==> config.mk <==
export PLATFORM = sky130hd
export DESIGN_NAME = lcdb_bridge
export DESIGN_NICKNAME = d
export VERILOG_FILES = /design/src/rtl/lcdb_pkg.sv /design/src/rtl/lcdb_decode.sv /design/src/rtl/lcdb_seq.sv /design/src/rtl/lcdb_data.sv /design/src/rtl/lcdb_bridge.sv
export SDC_FILE = /design/constraint.sdc
export NUM_CORES = 1
export LEC_CHECK = 0
export BUFFER_PORTS_ARGS = -buffer_cell sky130_fd_sc_hd__buf_2
export CAP_MARGIN = 20
export CORE_ASPECT_RATIO = 1.75
export CORE_MARGIN = 3
export CORE_UTILIZATION = 30
export CTS_CLUSTER_DIAMETER = 60
export DETAILED_ROUTE_END_ITERATION = 10
export GPL_TIMING_DRIVEN = 0
export MAX_ROUTING_LAYER = met4
export SETUP_SLACK_MARGIN = 0.15
export SLEW_MARGIN = 20
export SYNTH_ARGS = -nofsm -noshare
export SYNTH_HDL_FRONTEND = slang
export SYNTH_SLANG_ARGS = --single-unit
==> constraint.sdc <==
create_clock -name clk -period 2.3 [get_ports clk]
set_clock_uncertainty 0.05 [all_clocks]
set_input_delay 0.345 -clock clk [delete_from_list [all_inputs] [get_ports clk]]
set_output_delay 0.345 -clock clk [all_outputs]
set_load 0.005 [all_outputs]
==> src/rtl/lcdb_pkg.sv <==
package lcdb_pkg;

  typedef enum logic [1:0] {
    ST_IDLE  = 2'd0,
    ST_SETUP = 2'd1,
    ST_PULSE = 2'd2,
    ST_HOLD  = 2'd3
  } seq_state_e;

  // Kind of access, taken from the low address bits at acceptance.
  typedef struct packed {
    logic sel_data;  // address bit 1: 0 command/status, 1 data
    logic is_read;   // address bit 0: 1 read
  } acc_kind_t;

endpackage

==> src/rtl/lcdb_decode.sv <==
module lcdb_decode
  import lcdb_pkg::*;
#(
  parameter int          ADDR_W    = 16,
  parameter logic [15:0] BASE_ADDR = 16'hFE00
) (
  input  logic              clk,
  input  logic              rst_n,
  input  logic [ADDR_W-1:0] bus_addr,
  input  logic              bus_wr,
  input  logic              bus_rd,
  input  logic              seq_idle,
  output logic              start,
  output acc_kind_t         start_kind
);

  localparam logic [ADDR_W-1:0] BASE_W = ADDR_W'(BASE_ADDR);

  logic wr_q, rd_q;
  logic wr_rise, rd_rise;
  logic in_window;
  logic legal_wr, legal_rd;

  // Strobe history for edge detection
  always_ff @(posedge clk or negedge rst_n) begin
    if (!rst_n) begin
      wr_q <= 1'b0;
      rd_q <= 1'b0;
    end else begin
      wr_q <= bus_wr;
      rd_q <= bus_rd;
    end
  end

  always_comb begin
    wr_rise   = bus_wr & ~wr_q;
    rd_rise   = bus_rd & ~rd_q;
    in_window = (bus_addr[ADDR_W-1:2] == BASE_W[ADDR_W-1:2]);
    // Direction must agree with address bit 0
    legal_wr  = wr_rise & in_window & ~bus_addr[0];
    legal_rd  = rd_rise & in_window &  bus_addr[0];
    start     = seq_idle & (legal_wr | legal_rd);
    start_kind.sel_data = bus_addr[1];
    start_kind.is_read  = bus_addr[0];
  end

  AST_START_IN_WINDOW: assert property (@(posedge clk) disable iff (!rst_n)
    start |-> (bus_addr[ADDR_W-1:2] == BASE_W[ADDR_W-1:2])) else $error("start outside window");

  AST_START_ON_EDGE: assert property (@(posedge clk) disable iff (!rst_n)
    start |=> (wr_q | rd_q)) else $error("start without strobe");

endmodule

==> src/rtl/lcdb_seq.sv <==
module lcdb_seq
  import lcdb_pkg::*;
#(
  parameter int SETUP_CYC = 2,
  parameter int PULSE_CYC = 4,
  parameter int HOLD_CYC  = 2
) (
  input  logic      clk,
  input  logic      rst_n,
  input  logic      start,
  input  acc_kind_t start_kind,
  output logic      seq_idle,
  output logic      capture,
  output logic      busy,
  output logic      lcd_e,
  output logic      lcd_rs,
  output logic      lcd_rw,
  output logic      wr_drive
);

  localparam int CNT_MAX = (SETUP_CYC > PULSE_CYC) ?
                           ((SETUP_CYC > HOLD_CYC) ? SETUP_CYC : HOLD_CYC) :
                           ((PULSE_CYC > HOLD_CYC) ? PULSE_CYC : HOLD_CYC);
  localparam int CNT_W  = (CNT_MAX < 2) ? 1 : $clog2(CNT_MAX + 1);
  localparam int RUN_W  = CNT_W + 1;
  localparam logic [CNT_W-1:0] LD_SETUP = CNT_W'(SETUP_CYC - 1);
  localparam logic [CNT_W-1:0] LD_PULSE = CNT_W'(PULSE_CYC - 1);
  localparam logic [CNT_W-1:0] LD_HOLD  = CNT_W'(HOLD_CYC - 1);
  localparam logic [RUN_W-1:0] PULSE_RW = RUN_W'(PULSE_CYC);

  seq_state_e        state_q, state_d;
  logic [CNT_W-1:0]  cnt_q, cnt_d;
  acc_kind_t         kind_q, kind_d;
  logic              cnt_zero;
  logic              e_d, rs_d, rw_d, busy_d, drv_d;
  logic              e_q, rs_q, rw_q, busy_q, drv_q;
  logic              kind_en;

  assign cnt_zero = (cnt_q == '0);
  assign kind_en  = start & (state_q == ST_IDLE);

  // Next-state logic
  always_comb begin
    state_d = state_q;
    cnt_d   = cnt_q;
    case (state_q)
      ST_IDLE: begin
        if (start) begin
          state_d = ST_SETUP;
          cnt_d   = LD_SETUP;
        end
      end
      ST_SETUP: begin
        if (cnt_zero) begin
          state_d = ST_PULSE;
          cnt_d   = LD_PULSE;
        end else begin
          cnt_d = cnt_q - 1'b1;
        end
      end
      ST_PULSE: begin
        if (cnt_zero) begin
          state_d = ST_HOLD;
          cnt_d   = LD_HOLD;
        end else begin
          cnt_d = cnt_q - 1'b1;
        end
      end
      ST_HOLD: begin
        if (cnt_zero) begin
          state_d = ST_IDLE;
          cnt_d   = '0;
        end else begin
          cnt_d = cnt_q - 1'b1;
        end
      end
      default: begin
        state_d = ST_IDLE;
        cnt_d   = '0;
      end
    endcase
  end

  always_comb begin
    kind_d = kind_en ? start_kind : kind_q;
    busy_d = (state_d != ST_IDLE);
    e_d    = (state_d == ST_PULSE);
    rs_d   = busy_d ? kind_d.sel_data : 1'b0;
    rw_d   = busy_d ? kind_d.is_read  : 1'b1;
    drv_d  = busy_d & ~kind_d.is_read;
  end

  // State registers
  always_ff @(posedge clk or negedge rst_n) begin
    if (!rst_n) begin
      state_q <= ST_IDLE;
      cnt_q   <= '0;
    end else begin
      state_q <= state_d;
      cnt_q   <= cnt_d;
    end
  end

  always_ff @(posedge clk or negedge rst_n) begin
    if (!rst_n) begin
      kind_q <= '0;
    end else if (kind_en) begin
      kind_q <= start_kind;
    end
  end

  // Output registers: pins toggle only from flops
  always_ff @(posedge clk or negedge rst_n) begin
    if (!rst_n) begin
      e_q    <= 1'b0;
      rs_q   <= 1'b0;
      rw_q   <= 1'b1;
      busy_q <= 1'b0;
      drv_q  <= 1'b0;
    end else begin
      e_q    <= e_d;
      rs_q   <= rs_d;
      rw_q   <= rw_d;
      busy_q <= busy_d;
      drv_q  <= drv_d;
    end
  end

  assign seq_idle = (state_q == ST_IDLE);
  assign capture  = (state_q == ST_PULSE) & cnt_zero;
  assign busy     = busy_q;
  assign lcd_e    = e_q;
  assign lcd_rs   = rs_q;
  assign lcd_rw   = rw_q;
  assign wr_drive = drv_q;

  // Enable run-length counter used only by the checks below
  logic [RUN_W-1:0] e_run_q;
  always_ff @(posedge clk or negedge rst_n) begin
    if (!rst_n)   e_run_q <= '0;
    else if (e_q) e_run_q <= e_run_q + 1'b1;
    else          e_run_q <= '0;
  end

  AST_SEL_STABLE_HIGH: assert property (@(posedge clk) disable iff (!rst_n)
    (e_q && $past(e_q)) |-> ($stable(rs_q) && $stable(rw_q))) else $error("select moved during enable");

  AST_SEL_STABLE_FALL: assert property (@(posedge clk) disable iff (!rst_n)
    $fell(e_q) |-> (busy_q && $stable(rs_q) && $stable(rw_q))) else $error("select moved at enable fall");

  AST_SETUP_BEFORE_RISE: assert property (@(posedge clk) disable iff (!rst_n)
    $rose(e_q) |-> ($past(busy_q) && $stable(rs_q) && $stable(rw_q))) else $error("enable rose without setup");

  AST_PULSE_NOT_LONG: assert property (@(posedge clk) disable iff (!rst_n)
    e_q |-> (e_run_q < PULSE_RW)) else $error("enable too long");

  AST_PULSE_EXACT: assert property (@(posedge clk) disable iff (!rst_n)
    $fell(e_q) |-> (e_run_q == PULSE_RW)) else $error("enable width wrong");

  AST_E_NEEDS_WAIT: assert property (@(posedge clk) disable iff (!rst_n)
    e_q |-> busy_q) else $error("enable without wait");

endmodule

==> src/rtl/lcdb_data.sv <==
module lcdb_data #(
  parameter int DATA_W = 8
) (
  input  logic              clk,
  input  logic              rst_n,
  input  logic              load_wr,
  input  logic [DATA_W-1:0] bus_wdata,
  input  logic              capture,
  input  logic              lcd_rw,
  input  logic              bus_rd,
  input  logic [DATA_W-1:0] lcd_din,
  input  logic              wr_drive,
  output logic [DATA_W-1:0] lcd_dout,
  output logic [DATA_W-1:0] bus_rdata,
  output logic              bus_rdata_oe
);

  logic [DATA_W-1:0] wbuf_q;
  logic [DATA_W-1:0] rbuf_q;
  logic              roe_q, roe_d;
  logic              rcap_en;

  assign rcap_en = capture & lcd_rw;

  // Write byte latched on acceptance
  always_ff @(posedge clk or negedge rst_n) begin
    if (!rst_n)       wbuf_q <= '0;
    else if (load_wr) wbuf_q <= bus_wdata;
  end

  // Display byte captured in the last enable cycle
  always_ff @(posedge clk or negedge rst_n) begin
    if (!rst_n)       rbuf_q <= '0;
    else if (rcap_en) rbuf_q <= lcd_din;
  end

  always_comb begin
    roe_d = roe_q;
    if (!bus_rd)      roe_d = 1'b0;
    else if (rcap_en) roe_d = 1'b1;
  end

  always_ff @(posedge clk or negedge rst_n) begin
    if (!rst_n) roe_q <= 1'b0;
    else        roe_q <= roe_d;
  end

  assign lcd_dout     = wbuf_q;
  assign bus_rdata    = rbuf_q;
  assign bus_rdata_oe = roe_q;

  AST_NO_CONTENTION: assert property (@(posedge clk) disable iff (!rst_n)
    !(roe_q && wr_drive)) else $error("both drivers on");

  AST_DRIVE_ON_WRITE: assert property (@(posedge clk) disable iff (!rst_n)
    wr_drive |-> !lcd_rw) else $error("write driver on during read");

  AST_WBYTE_STABLE: assert property (@(posedge clk) disable iff (!rst_n)
    (wr_drive && $past(wr_drive)) |-> $stable(lcd_dout)) else $error("write byte changed");

  AST_ROE_NEEDS_STROBE: assert property (@(posedge clk) disable iff (!rst_n)
    roe_q |-> $past(bus_rd)) else $error("read data driven without strobe");

endmodule

==> src/rtl/lcdb_bridge.sv <==
module lcdb_bridge
  import lcdb_pkg::*;
#(
  parameter int          ADDR_W    = 16,
  parameter int          DATA_W    = 8,
  parameter logic [15:0] BASE_ADDR = 16'hFE00,
  parameter int          SETUP_CYC = 2,
  parameter int          PULSE_CYC = 4,
  parameter int          HOLD_CYC  = 2
) (
  input  logic              clk,
  input  logic              rst_n,
  input  logic [ADDR_W-1:0] bus_addr,
  input  logic [DATA_W-1:0] bus_wdata,
  input  logic              bus_wr,
  input  logic              bus_rd,
  output logic [DATA_W-1:0] bus_rdata,
  output logic              bus_rdata_oe,
  output logic              bus_wait,
  output logic              lcd_e,
  output logic              lcd_rs,
  output logic              lcd_rw,
  output logic [DATA_W-1:0] lcd_dout,
  output logic              lcd_dout_oe,
  input  logic [DATA_W-1:0] lcd_din
);

  logic      seq_idle;
  logic      start;
  acc_kind_t start_kind;
  logic      capture;
  logic      wr_drive;
  logic      load_wr;

  lcdb_decode #(
    .ADDR_W    (ADDR_W),
    .BASE_ADDR (BASE_ADDR)
  ) u_decode (
    .clk        (clk),
    .rst_n      (rst_n),
    .bus_addr   (bus_addr),
    .bus_wr     (bus_wr),
    .bus_rd     (bus_rd),
    .seq_idle   (seq_idle),
    .start      (start),
    .start_kind (start_kind)
  );

  lcdb_seq #(
    .SETUP_CYC (SETUP_CYC),
    .PULSE_CYC (PULSE_CYC),
    .HOLD_CYC  (HOLD_CYC)
  ) u_seq (
    .clk        (clk),
    .rst_n      (rst_n),
    .start      (start),
    .start_kind (start_kind),
    .seq_idle   (seq_idle),
    .capture    (capture),
    .busy       (bus_wait),
    .lcd_e      (lcd_e),
    .lcd_rs     (lcd_rs),
    .lcd_rw     (lcd_rw),
    .wr_drive   (wr_drive)
  );

  assign load_wr = start & ~start_kind.is_read;

  lcdb_data #(
    .DATA_W (DATA_W)
  ) u_data (
    .clk          (clk),
    .rst_n        (rst_n),
    .load_wr      (load_wr),
    .bus_wdata    (bus_wdata),
    .capture      (capture),
    .lcd_rw       (lcd_rw),
    .bus_rd       (bus_rd),
    .lcd_din      (lcd_din),
    .wr_drive     (wr_drive),
    .lcd_dout     (lcd_dout),
    .bus_rdata    (bus_rdata),
    .bus_rdata_oe (bus_rdata_oe)
  );

  assign lcd_dout_oe = wr_drive;

  AST_WAIT_FOLLOWS_START: assert property (@(posedge clk) disable iff (!rst_n)
    start |=> bus_wait) else $error("wait missing after start");

  AST_RS_FROM_ADDR: assert property (@(posedge clk) disable iff (!rst_n)
    start |=> (lcd_rs == $past(bus_addr[1]) && lcd_rw == $past(bus_addr[0]))) else $error("select mapping");

endmodule

After elaboration in Yosys (flattened, before gate mapping)

Index checks and enable logic that the tools add are counted.
Widths: inputs -> output; s select.

Register bits after elaboration: 31
Latch bits: 0
Memory bits (writable): 0
Bits in read-only memories: 0
Bits of input ports: 36
Output and inout bits: 22
Word-level logic and storage cells: 57
Memories: 0

Add/subtract/negate cells: 1
Multiply operators: 0
Divide/modulo/power cells: 0
Order comparisons: 0
Equal/unequal tests: 7
Shift operators: 0
Multiplexer cells: 15
Bitwise operators: 17
Reduce and logical (&&, ||, !) cells: 3

Operators by type and width:

| kind                 | number |
|---|---|
| $eq 14x14->1 const B | 1 |
| $and 1x1->1          | 12 |
| $mux 3               | 4 |
| $pmux 3 s4           | 1 |
| $mux 2               | 5 |
| $pmux 2 s4           | 1 |
| $eq 2x2->1 const B   | 3 |
| $mux 1               | 4 |
| $not 1->1            | 4 |
| $logic_not 3->1      | 1 |
| $sub 3x1->3 const B  | 1 |
| $eq 2x1->1 const B   | 1 |
| $logic_not 2->1      | 1 |
| $ne 2x1->1 const B   | 1 |
| $ne 2x2->1 const B   | 1 |
| $reduce_bool 2->1    | 1 |
| $or 1x1->1           | 1 |

Longest topological paths before layout

Gate-level depths: netlist (run 1).

Word-level depth: 10
Depth in mapped cells: 5
Gate-level depth less buffers: 4

By module

Synthesis (run 1) repeated with hierarchy kept, for this count alone.

Cells, all modules: 99
Area, all modules: 1335.0 µm²

By module, submodules not included:

| module      | instances | cells each | area each (µm²) | sequential area each (µm²) |
|---|---|---|---|---|
| lcdb_data   | 1         | 37         | 628.1           | 425.4 |
| lcdb_seq    | 1         | 47         | 566.8           | 301.5 |
| lcdb_decode | 1         | 14         | 126.4           | 50.0 |
| lcdb_bridge | 1         | 1          | 13.8            | 0.0 |

Worst setup path before layout (run 1)

OpenSTA, ideal clock, no wires.

Kind: input to register
From: input port bus_addr[13]
To: register u_data.wbuf_q[0], in the netlist u_data.lcd_dout[0]
Library setup time: 0.125 ns
Arrival: 1.624 ns
Data required time: 2.125 ns
Slack: 0.501 ns
Cell stages on the path: 4
Buffers on the path: 0
Path through: nand4_1 > or3_1 > nor4_4 > mux2_2

Cells in the longest elaborated chain, start to end: 6
Elaborated cells between the ends (all ways): 8

RTL lines:

| element                                             | line                                 | source |
|---|---|---|
| start: declaration                                  | lcdb_bridge.sv:13                    | `input logic [ADDR_W-1:0] bus_addr,` |
| $eq 14x14->1 *                                      | lcdb_decode.sv:38                    | `in_window = (bus_addr[ADDR_W-1:2] == BASE_W[ADDR_W-1:2]);` |
| $and 1x1->1, on equally long branches (2 in series) | lcdb_decode.sv:40, lcdb_decode.sv:41 |  |
| $or 1x1->1 *                                        | lcdb_decode.sv:42                    | `start = seq_idle & (legal_wr \| legal_rd);` |
| $and 1x1->1 *                                       | lcdb_decode.sv:42                    |  |
| $and 1x1->1 *                                       | lcdb_bridge.sv:67                    | `assign load_wr = start & ~start_kind.is_read;` |
| end signal: assignment                              | lcdb_data.sv:28                      | `else if (load_wr) wbuf_q <= bus_wdata;` |
| end: declaration                                    | lcdb_data.sv:18                      | `logic [DATA_W-1:0] wbuf_q;` |

Mark *: on every way between the ends. The rest lies on a longest branch, timed or not.
A chain may end at the register's enable or synchronous reset.

Final worst setup path (run 1)

From: register u_seq.state_q[1]
To: register u_data.wbuf_q[5], in the netlist u_data.lcd_dout[5]

Cells in the longest elaborated chain, start to end: 3

RTL lines:

| element                  | line              | source |
|---|---|---|
| start: declaration       | lcdb_seq.sv:31    | `seq_state_e state_q, state_d;` |
| start signal: assignment | lcdb_seq.sv:99    | `state_q <= state_d;` |
| $logic_not 2->1          | lcdb_seq.sv:129   | `assign seq_idle = (state_q == ST_IDLE);` |
| $and 1x1->1              | lcdb_decode.sv:42 |  |
| $and 1x1->1              | lcdb_bridge.sv:67 |  |

Every way passes these cells.

==> qor.csv, run 1 <==
metric;value;unit
fin_crit;1.99;ns
rsz0062_at_grt;false;
drv_slew;0;
gp_congestion;0.749;
grt_max_degree;32;
run_status;finished clean;
avgSynthCellArea;13.7;µm²
h-tree-depth;2;
power.internal;922;µW
ys_ff_latch;31;
critPathLaunch;u_seq.state_q[1]$_DFF_PN0_;
drv_cap;0;
die_width;54.9;µm
synth_top_cell_by_area;dfrtp_1;
clkPwrFrac;47.7;%
synth_edf_count;0;
gr-usage-all-layers;13.2;%
synth.top_cell.area_share;59.8;%
cts_tree;built;
clk_path_buf_depth;2;
cts_buffers;5;
synth_cells;92;
synth_most_common_cell;dfrtp_1;
drt_wl_total;2830;µm
crit_fanout;10;
finalCritPeriodShare;86.4;%
register_area;777;µm²
async_reset_ff_share;100;%
fmax;503;MHz
final_cells;205;
swShare;19.0;%
grt.overflow.total;0;
postCtsSetupRepairBufs;0;
hold_viol;0;
via_per_inst;4.68;
cts.sinks;31;
layout.nets;192;
ys_warn_count;0;
tns;0;ns
hp-class;input pin to async pin;
routedWlPerCell;13.8;µm
seq_area_frac_synth;61.9;%
die_h;91.6;µm
area_growth;36.9;%
final_cell_area;0.00172;mm²
ys.flop_type;dfrtp_1;
clk_latency;0.28;ns
rows;30;
drive_gt1_share;57.3;%
grt_pass1_wl;4710;µm
switching_power;216;µW
combPwrFrac;4.0;%
crit_type;flop to flop;
tightest_slew;0.705;ns
postRouteAntennaNets;0;
post_cts_resized;0;
placed_cell_area;0.00160;mm²
startpoint_type;flop;
end_kind;flop;
yosys-top-cells-area;dfrtp_1, mux2_2, dfstp_2, o21a_1, nor4_4;
synth_common_cells;dfrtp_1, mux2_2, nand2_1, nor2_1;
path_clk_slew;0.07;ns
numPortBuffers;57;
root_buffer;clkbuf_8;
dieArea;0.00503;mm²
peakVddDrop;396;µV
synth.distinct_cells;28;
r2r_start;u_seq.state_q[1]$_DFF_PN0_;
cp.required;2.41;ns
syn_nets;128;
p_leak;0.944;nW
hpwlAfterDp;2220;µm
ff2ff_path_depth;4;
setup-violations-final;0;
via_count;960;
power_density;662;mW/mm²
worstPathArrival;2.10;ns
fillers;386;
ios;58;
multiInputGateArea;455;µm²
max_slew_margin;52.6;%
drt_iter0_drc;9;
r2r_slack;0.31;ns
seqPwrFrac;48.3;%
antenna_cells;0;
post-route-drc-count;0;
ctsHoldBuffers;0;
fp.coreArea;0.00394;mm²
endpoint;u_data.lcd_dout[5]$_DFFE_PN0P_;
antenna_found_initial;0;
placedCellCount;197;
syn_area;0.00126;mm²
firstDrtPassIters;3;
initial_core_util;31.9;%
worstReg2RegEnd;u_data.lcd_dout[5]$_DFFE_PN0P_;
grt_pass1_vias;1014;
-- per-layer routing --
metal,vias up,global-route usage (%),routed length (µm)
met1,470,14.3,983
met2,26,21.6,1640
li1,459,-,-
met3,5,3.94,152
met4,0,5.07,47
met5,-,-,0
-- logic make-up (layout without fill, tap and decap cells) --
logic type,Yosys count,after routing,share of synthesized area (%)
flip-flops,31,31,61.9
AND/OR/NAND/NOR,27,27,13.3
multiplexers,18,18,16.1
AO/OA/AOI/OAI,11,11,6.08
buffers and inverters,4,69,1.89
XOR/XNOR,1,1,0.697
-- area by class of cell --
class	count	share of cell area (%)
inverters	2	0.437
plain buffers	2	0.946
clock buffers	6	4.80
clock inverters	2	2.04
repair buffers	57	16.6
multi-input cells	57	26.5
flip-flops and latches	31	45.2
well taps	48	3.49
-- critical path, stage by stage (launching register included) --
cell and delay (ns):
dfrtp_1 0.37, buf_6 0.13, or2_4 0.27, nor4_4 0.65, mux2_2 0.41
-- worst min-delay path by stage --
stage	cells past startpoint	slack, ns	from	to
5_1_grt	1	0.10	rst_n	u_seq.cnt_q[1]$_DFFE_PN0P_
3_3_place_gp	1	0.37	rst_n	u_seq.busy$_DFF_PN0_
4_1_cts	1	0.08	rst_n	u_seq.lcd_e$_DFF_PN0_
3_5_place_dp	1	0.38	rst_n	u_seq.wr_drive$_DFF_PN0_
2_1_floorplan	0	-0.0006	rst_n	u_data.bus_rdata[0]$_DFFE_PN0P_
6_report	1	0.05	rst_n	u_seq.lcd_e$_DFF_PN0_
-- sequential cells by signal (all words and copies together) (netlist names) --
name,cells
u_data.bus_rdata,8
u_data.lcd_dout,8
u_seq.cnt_q,3
u_seq.kind_q,2
u_seq.state_q,2
u_data.bus_rdata_oe,1
u_decode.rd_q,1
u_decode.wr_q,1
u_seq.busy,1
u_seq.lcd_e,1
u_seq.lcd_rs,1
u_seq.lcd_rw,1
u_seq.wr_drive,1
-- power by group through the flow --
stage | Combinational, mW | Sequential (mW) | Clock [mW]
3_3_place_gp | 0.0448 | 0.559 | 0
5_1_grt | 0.0518 | 0.549 | 0.594
2_1_floorplan | 0.00460 | 0.559 | 0
3_5_place_dp | 0.0472 | 0.559 | 0
6_report | 0.0455 | 0.549 | 0.543
4_1_cts | 0.0474 | 0.549 | 0.563
-- placed cells by master, fill, tap and decap left out --
master / synthesis / final
nor4_1: 1 / 1
or2_2: 2 / 2
mux2_2: 18 / 18
inv_1: 2 / 2
dfrtp_1: 30 / 30
and3b_1: 1 / 1
a21o_1: 1 / 1
clkbuf_8: 0 / 6
nand4_1: 1 / 1
a21oi_1: 1 / 1
a211oi_1: 2 / 2
buf_2: 1 / 58
xnor2_1: 1 / 1
buf_6: 1 / 1
nand2_1: 5 / 5
dfstp_2: 1 / 1
nor4_4: 1 / 1
and4_1: 1 / 1
or3_1: 2 / 2
clkinv_2: 0 / 1
nor2b_1: 1 / 1
bufinv_16: 0 / 1
nor3b_1: 1 / 1
o211ai_1: 1 / 1
o22ai_1: 3 / 3
nor3_1: 3 / 3
or2_4: 1 / 1
and4b_1: 1 / 1
and3_1: 1 / 1
o21a_1: 3 / 3
nor2_1: 5 / 5
-- per-stage QoR --
step	power [mW]	hold slack, ns	setup WS, ns	utilization (%)
after floorplan	0.564	-0.000591	0.501	-
after global placement	0.604	0.366	0.184	40.6
after detailed placement	0.607	0.382	0.144	40.6
after CTS	1.16	0.0781	0.290	43.6
after global routing	1.19	0.101	0.232	43.6
final	1.14	0.0534	0.313	43.6
Note: power is estimated with default switching activity, not from simulation.
==> run 2, diff against run 1 <==
Settings changed: CORE_ASPECT_RATIO 1.75 to 1.2.
Clock period 2.3 ns to 2.5 ns, I/O delays scaled along.
==> run 2 against run 1 <==
- non-clock buffer count is the same
- global-route usage is 0.78 points lower
- utilization down 0.15 points
- cell count rose by 2.9%
- design area increased by 0.44%
- combinational power decreased by 9.9%
- critical path depth unchanged
- clock power shrank 7.6%
- worst hold slack better by 0.026 ns
==> qor.csv, run 2 (synthesis gave the netlist of run 1 again) <==
metric;value;unit;change
post_cts_resized;0;;unchanged
area_growth;37.5;%;
tightest_slew;0.681;ns;-0.0244 ns
setup-violations-final;0;;unchanged
drive_gt1_share;57.3;%;unchanged
cpPeakStageDelay;0.63;ns;-0.02 ns
clkPwrFrac;47.9;%;+0.2 points
cts_tree;built;;
crit_fanout;10;;unchanged
final_cell_mix;buf_2, dfrtp_1, mux2_2;;
clk_path_buf_depth;2;;unchanged
p_leak;0.944;nW;unchanged
ctsHoldBuffers;0;;unchanged
rows;25;;-17%
placed_cell_area;0.00161;mm²;+0.47%
gp_congestion;0.869;;+16%
grt.overflow.total;0;;unchanged
firstDrtPassIters;4;;+1
combPwrFrac;3.9;%;about the same
dieArea;0.00500;mm²;-0.54%
r2r_slack;0.51;ns;+0.20 ns
end_kind;flop;;
critPathSlowestCell;nor4_4;;
initial_core_util;31.6;%;-0.25 points
ios;58;;unchanged
path_cells;buf_6 > or2_4 > nor4_4 > mux2_2;;
postCtsSetupRepairBufs;0;;unchanged
numPortBuffers;57;;unchanged
postRouteAntennaNets;0;;unchanged
clk_latency;0.28;ns;about the same
path_buf_inv;1;;unchanged
final_cell_area;0.00173;mm²;+0.44%
grt_max_degree;32;;unchanged
run_status;finished clean;;
crit_type;flop to flop;;
grt_pass1_vias;1071;;+5.6%
gr-usage-all-layers;12.4;%;-0.78 points
hp-class;input pin to async pin;;
drt_iter0_drc;31;;+22
hpwlAfterDp;2100;µm;-5.4%
final_common_cell;buf_2;;
drv_cap;0;;unchanged
antenna_found_initial;0;;unchanged
via_per_inst;4.56;;-2.5%
seqPwrFrac;48.2;%;about the same
finalCritPeriodShare;79.5;%;-6.9 points
grt_pass1_wl;4670;µm;-0.87%
power_density;607;mW/mm²;-8.3%
tns;0;ns;unchanged
fmax;503;MHz;about the same
antenna_cells;0;;unchanged
cts_buffers;5;;unchanged
layout.nets;192;;unchanged
die_h;76.9;µm;-16%
cp.required;2.61;ns;+0.20 ns
cts.sinks;31;;unchanged
post-route-drc-count;0;;unchanged
hold_viol;0;;unchanged
worstPathArrival;2.10;ns;about the same
drv_slew;0;;unchanged
placedCellCount;203;;+3.0%
switching_power;200;µW;-7.4%
swShare;19.1;%;+0.096 points
final_cells;211;;+2.9%
power.total;1.05;mW;-7.9%
fin_crit;1.99;ns;+0.00143 ns
via_count;963;;+0.31%
h-tree-depth;2;;unchanged
max_slew_margin;54.3;%;+1.6 points
routedWlPerCell;12.8;µm;-7.4%
crit_family;simple AND/OR/NAND/NOR gates;;
die_width;65.1;µm;+18%
root_buffer;clkbuf_8;;
path_clk_slew;0.07;ns;about the same
peakVddDrop;340;µV;-14%
drt_wl_total;2700;µm;-4.7%
rsz0062_at_grt;false;;
power.internal;848;µW;-8.0%
startpoint_type;flop;;
fp.coreArea;0.00397;mm²;+0.79%
==> run 2: final timing paths <==
| path | endpoint | start | depth (start not counted) |
|---|---|---|---|
| worst max-delay path | u_data.lcd_dout[1]$_DFFE_PN0P_ | u_seq.state_q[1]$_DFF_PN0_ | 4 |
| worst min register to register | u_data.bus_rdata[4]$_DFFE_PN0P_ | u_data.bus_rdata[4]$_DFFE_PN0P_ | 1 |
| worst max register to register | u_data.lcd_dout[1]$_DFFE_PN0P_ | u_seq.state_q[1]$_DFF_PN0_ | 4 |
| max in group asynchronous | u_data.bus_rdata[1]$_DFFE_PN0P_ | rst_n | 1 |
| worst min-delay path | u_seq.busy$_DFF_PN0_ | rst_n | 1 |
| min in group clk | u_decode.wr_q$_DFF_PN0_ | bus_wr | 1 |
==> run 2: area by class of cell <==
| type | count | area (µm²) |
|---|---|---|
| Clock buffer | 6 | 82.6 |
| Fill cell | 401 | 2250 |
| Timing Repair Buffer | 57 | 285 |
| Inverter | 2 | 7.51 |
| Multi-Input combinational cell | 57 | 455 |
| Tap cell | 54 | 67.6 |
| Buffer | 2 | 16.3 |
| Sequential cell | 31 | 777 |
| Clock inverter | 2 | 35.0 |
==> run 2: power groups by stage <==
| stage | clock [mW] | sequential [mW] | combinational, mW |
|---|---|---|---|
| floorplan | 0 | 0.515 | 0.00423 |
| global placement | 0 | 0.515 | 0.0408 |
| detailed placement | 0 | 0.515 | 0.0427 |
| CTS | 0.517 | 0.505 | 0.0427 |
| global route | 0.542 | 0.505 | 0.0475 |
| finish | 0.502 | 0.506 | 0.0410 |
==> run 2: worst reg2reg max path: stages (launching register included) <==
cell	delay, ns
dfrtp_1	0.38
buf_6	0.14
or2_4	0.27
nor4_4	0.63
mux2_2	0.42
==> run 2: per-layer routing <==
metal,part of all wire (%),track usage [%],routed length (µm),vias to the layer above
li1,-,-,-,460
met1,39,12.8,1050,469
met2,54,20.8,1450,28
met3,4.6,3.81,123,6
met4,2.4,6.64,65,0
met5,0,-,0,-
==> run 2: metrics by stage <==
step | hold slack [ns] | utilization, % | worst slack, ns
floorplan | 0.0294 | - | 0.671
global placement | 0.398 | 40.5 | 0.370
detailed placement | 0.413 | 40.5 | 0.351
CTS | 0.104 | 43.5 | 0.494
global route | 0.144 | 43.5 | 0.423
finish | 0.0792 | 43.5 | 0.511
==> run 3, diff against run 2 <==
Clock period 2.5 ns to 2.1 ns, I/O delays scaled along.
==> run 3 against run 2 <==
- first-iteration DRC count rose by 29%
- sequential share of layout area fell by 0.64 points
- maximum frequency rose by 11%
- flip-flop and latch count did not move
- worst hold slack got worse by 0.060 ns
- global-route usage rose by 0.062 points
- critical path type unchanged
- highest routed layer unchanged
==> qor.csv, run 3 (synthesis gave the netlist of run 1 again) <==
metric;value;unit;change
layout.nets;193;;+0.52%
die_width;65.1;µm;unchanged
fin_util;44.1;%;+0.63 points
root_buffer;clkbuf_8;;
placed_cell_area;0.00161;mm²;unchanged
cts.sinks;31;;unchanged
rsz0062_at_grt;false;;
drt_wl_total;2710;µm;+0.37%
gr-usage-all-layers;12.5;%;+0.062 points
final_common_cell;buf_2;;
fmax;561;MHz;+11%
via_count;975;;+1.2%
clkPwrFrac;48.0;%;about the same
end_kind;flop;;
combPwrFrac;3.9;%;about the same
power_density;714;mW/mm²;+18%
path_clk_slew;0.06;ns;about the same
routedWlPerCell;12.8;µm;-0.10%
crit_type;flop to flop;;
post-route-drc-count;0;;unchanged
drive_gt1_share;58.2;%;+0.90 points
worstPathArrival;1.90;ns;-0.20 ns
crit_fanout;10;;unchanged
clk_latency;0.28;ns;about the same
gp_congestion;0.869;;unchanged
switching_power;242;µW;+21%
h-tree-depth;2;;unchanged
peakVddDrop;406;µV;+19%
ios;58;;unchanged
cts_buffers;5;;unchanged
run_status;finished clean;;
fp.coreArea;0.00397;mm²;unchanged
via_per_inst;4.60;;+0.77%
dieArea;0.00500;mm²;unchanged
hold_viol;0;;unchanged
tns;0;ns;unchanged
final_cell_mix;buf_2, dfrtp_1, mux2_2;;
clk_path_buf_depth;2;;unchanged
grt_max_degree;32;;unchanged
cts_tree;built;;
grt.overflow.total;0;;unchanged
max_slew_margin;55.0;%;+0.71 points
r2r_slack;0.32;ns;-0.20 ns
area_growth;39.4;%;
numPortBuffers;57;;unchanged
startpoint_type;flop;;
finalCritPeriodShare;84.9;%;+5.4 points
antenna_cells;0;;unchanged
seqPwrFrac;48.1;%;about the same
p_leak;0.952;nW;+0.87%
tightest_slew;0.675;ns;-0.00556 ns
firstDrtPassIters;5;;+1
die_h;76.9;µm;unchanged
initial_core_util;31.6;%;unchanged
rows;25;;unchanged
setup-violations-final;0;;unchanged
postRouteAntennaNets;0;;unchanged
final_cell_area;0.00175;mm²;+1.4%
antenna_found_initial;0;;unchanged
power.internal;1.01;mW;+19%
fin_crit;1.78;ns;-0.205 ns
hpwlAfterDp;2100;µm;unchanged
drt_iter0_drc;40;;+29%
hp-class;input pin to async pin;;
grt_pass1_wl;4700;µm;+0.58%
swShare;19.3;%;+0.21 points
cp.required;2.22;ns;-0.39 ns
grt_pass1_vias;1065;;-0.56%
drv_cap;0;;unchanged
drv_slew;0;;unchanged
-- run 3: critical path: stages, from the launching register on --
cell and delay [ns]:
dfrtp_1 0.38, buf_6 0.14, or2_4 0.27, nor3_1 0.45, mux2_2 0.39
-- run 3: through the flow --
| step | hold slack [ns] | instances | worst slack (ns) | total power, mW |
|---|---|---|---|---|
| 6_report | 0.0190 | 212 | 0.316 | 1.25 |
| 5_1_grt | 0.0842 | 212 | 0.214 | 1.30 |
| 4_1_cts | 0.0437 | 212 | 0.179 | 1.27 |
| 3_5_place_dp | 0.353 | 203 | 0.0107 | 0.664 |
| 3_3_place_gp | 0.338 | 203 | 0.0298 | 0.661 |
| 2_1_floorplan | -0.0306 | 92 | 0.321 | 0.618 |
-- run 3: repair_timing --
action,4_1_cts,5_1_grt
gates resized for setup,0,1
endpoints found under the setup margin,8,8
hold buffers,0,0
buffers inserted,1,0
pin swaps,1,0
-- run 3: final cells by class --
class                           count  area (µm²)
Fill cell                         399        2220
Multi-Input combinational cell     57         460
Buffer                              2        16.3
Clock buffer                        6        82.6
Inverter                            2        7.51
Sequential cell                    31         777
Timing Repair Buffer               58         305
Tap cell                           54        67.6
Clock inverter                      2        35.0
-- run 3: routing by layer --
metal	global-route usage, %	share of wire [%]
met1	13.1	39
met3	3.66	4.6
met2	21.0	54
met5	-	0
met4	6.22	2.4
-- run 3: power groups by stage --
stage	Sequential [mW]	Combinational (mW)	Clock (mW)
after floorplan	0.613	0.00504	0
after global placement	0.613	0.0486	0
after detailed placement	0.613	0.0508	0
after CTS	0.602	0.0510	0.615
after global routing	0.602	0.0567	0.645
final	0.602	0.0491	0.600
-- run 3: path summary, 6_finish.rpt --
path	from	end	cells past startpoint
setup / recovery	u_seq.state_q[1]$_DFF_PN0_	u_seq.kind_q[0]$_DFF_PN0_	4
hold / removal	rst_n	u_seq.state_q[1]$_DFF_PN0_	1
setup reg to reg	u_seq.state_q[1]$_DFF_PN0_	u_seq.kind_q[0]$_DFF_PN0_	4
hold reg to reg	u_data.bus_rdata[4]$_DFFE_PN0P_	u_data.bus_rdata[4]$_DFFE_PN0P_	1
max in group asynchronous	rst_n	u_decode.wr_q$_DFF_PN0_	1
min in group clk	bus_wr	u_decode.wr_q$_DFF_PN0_	1
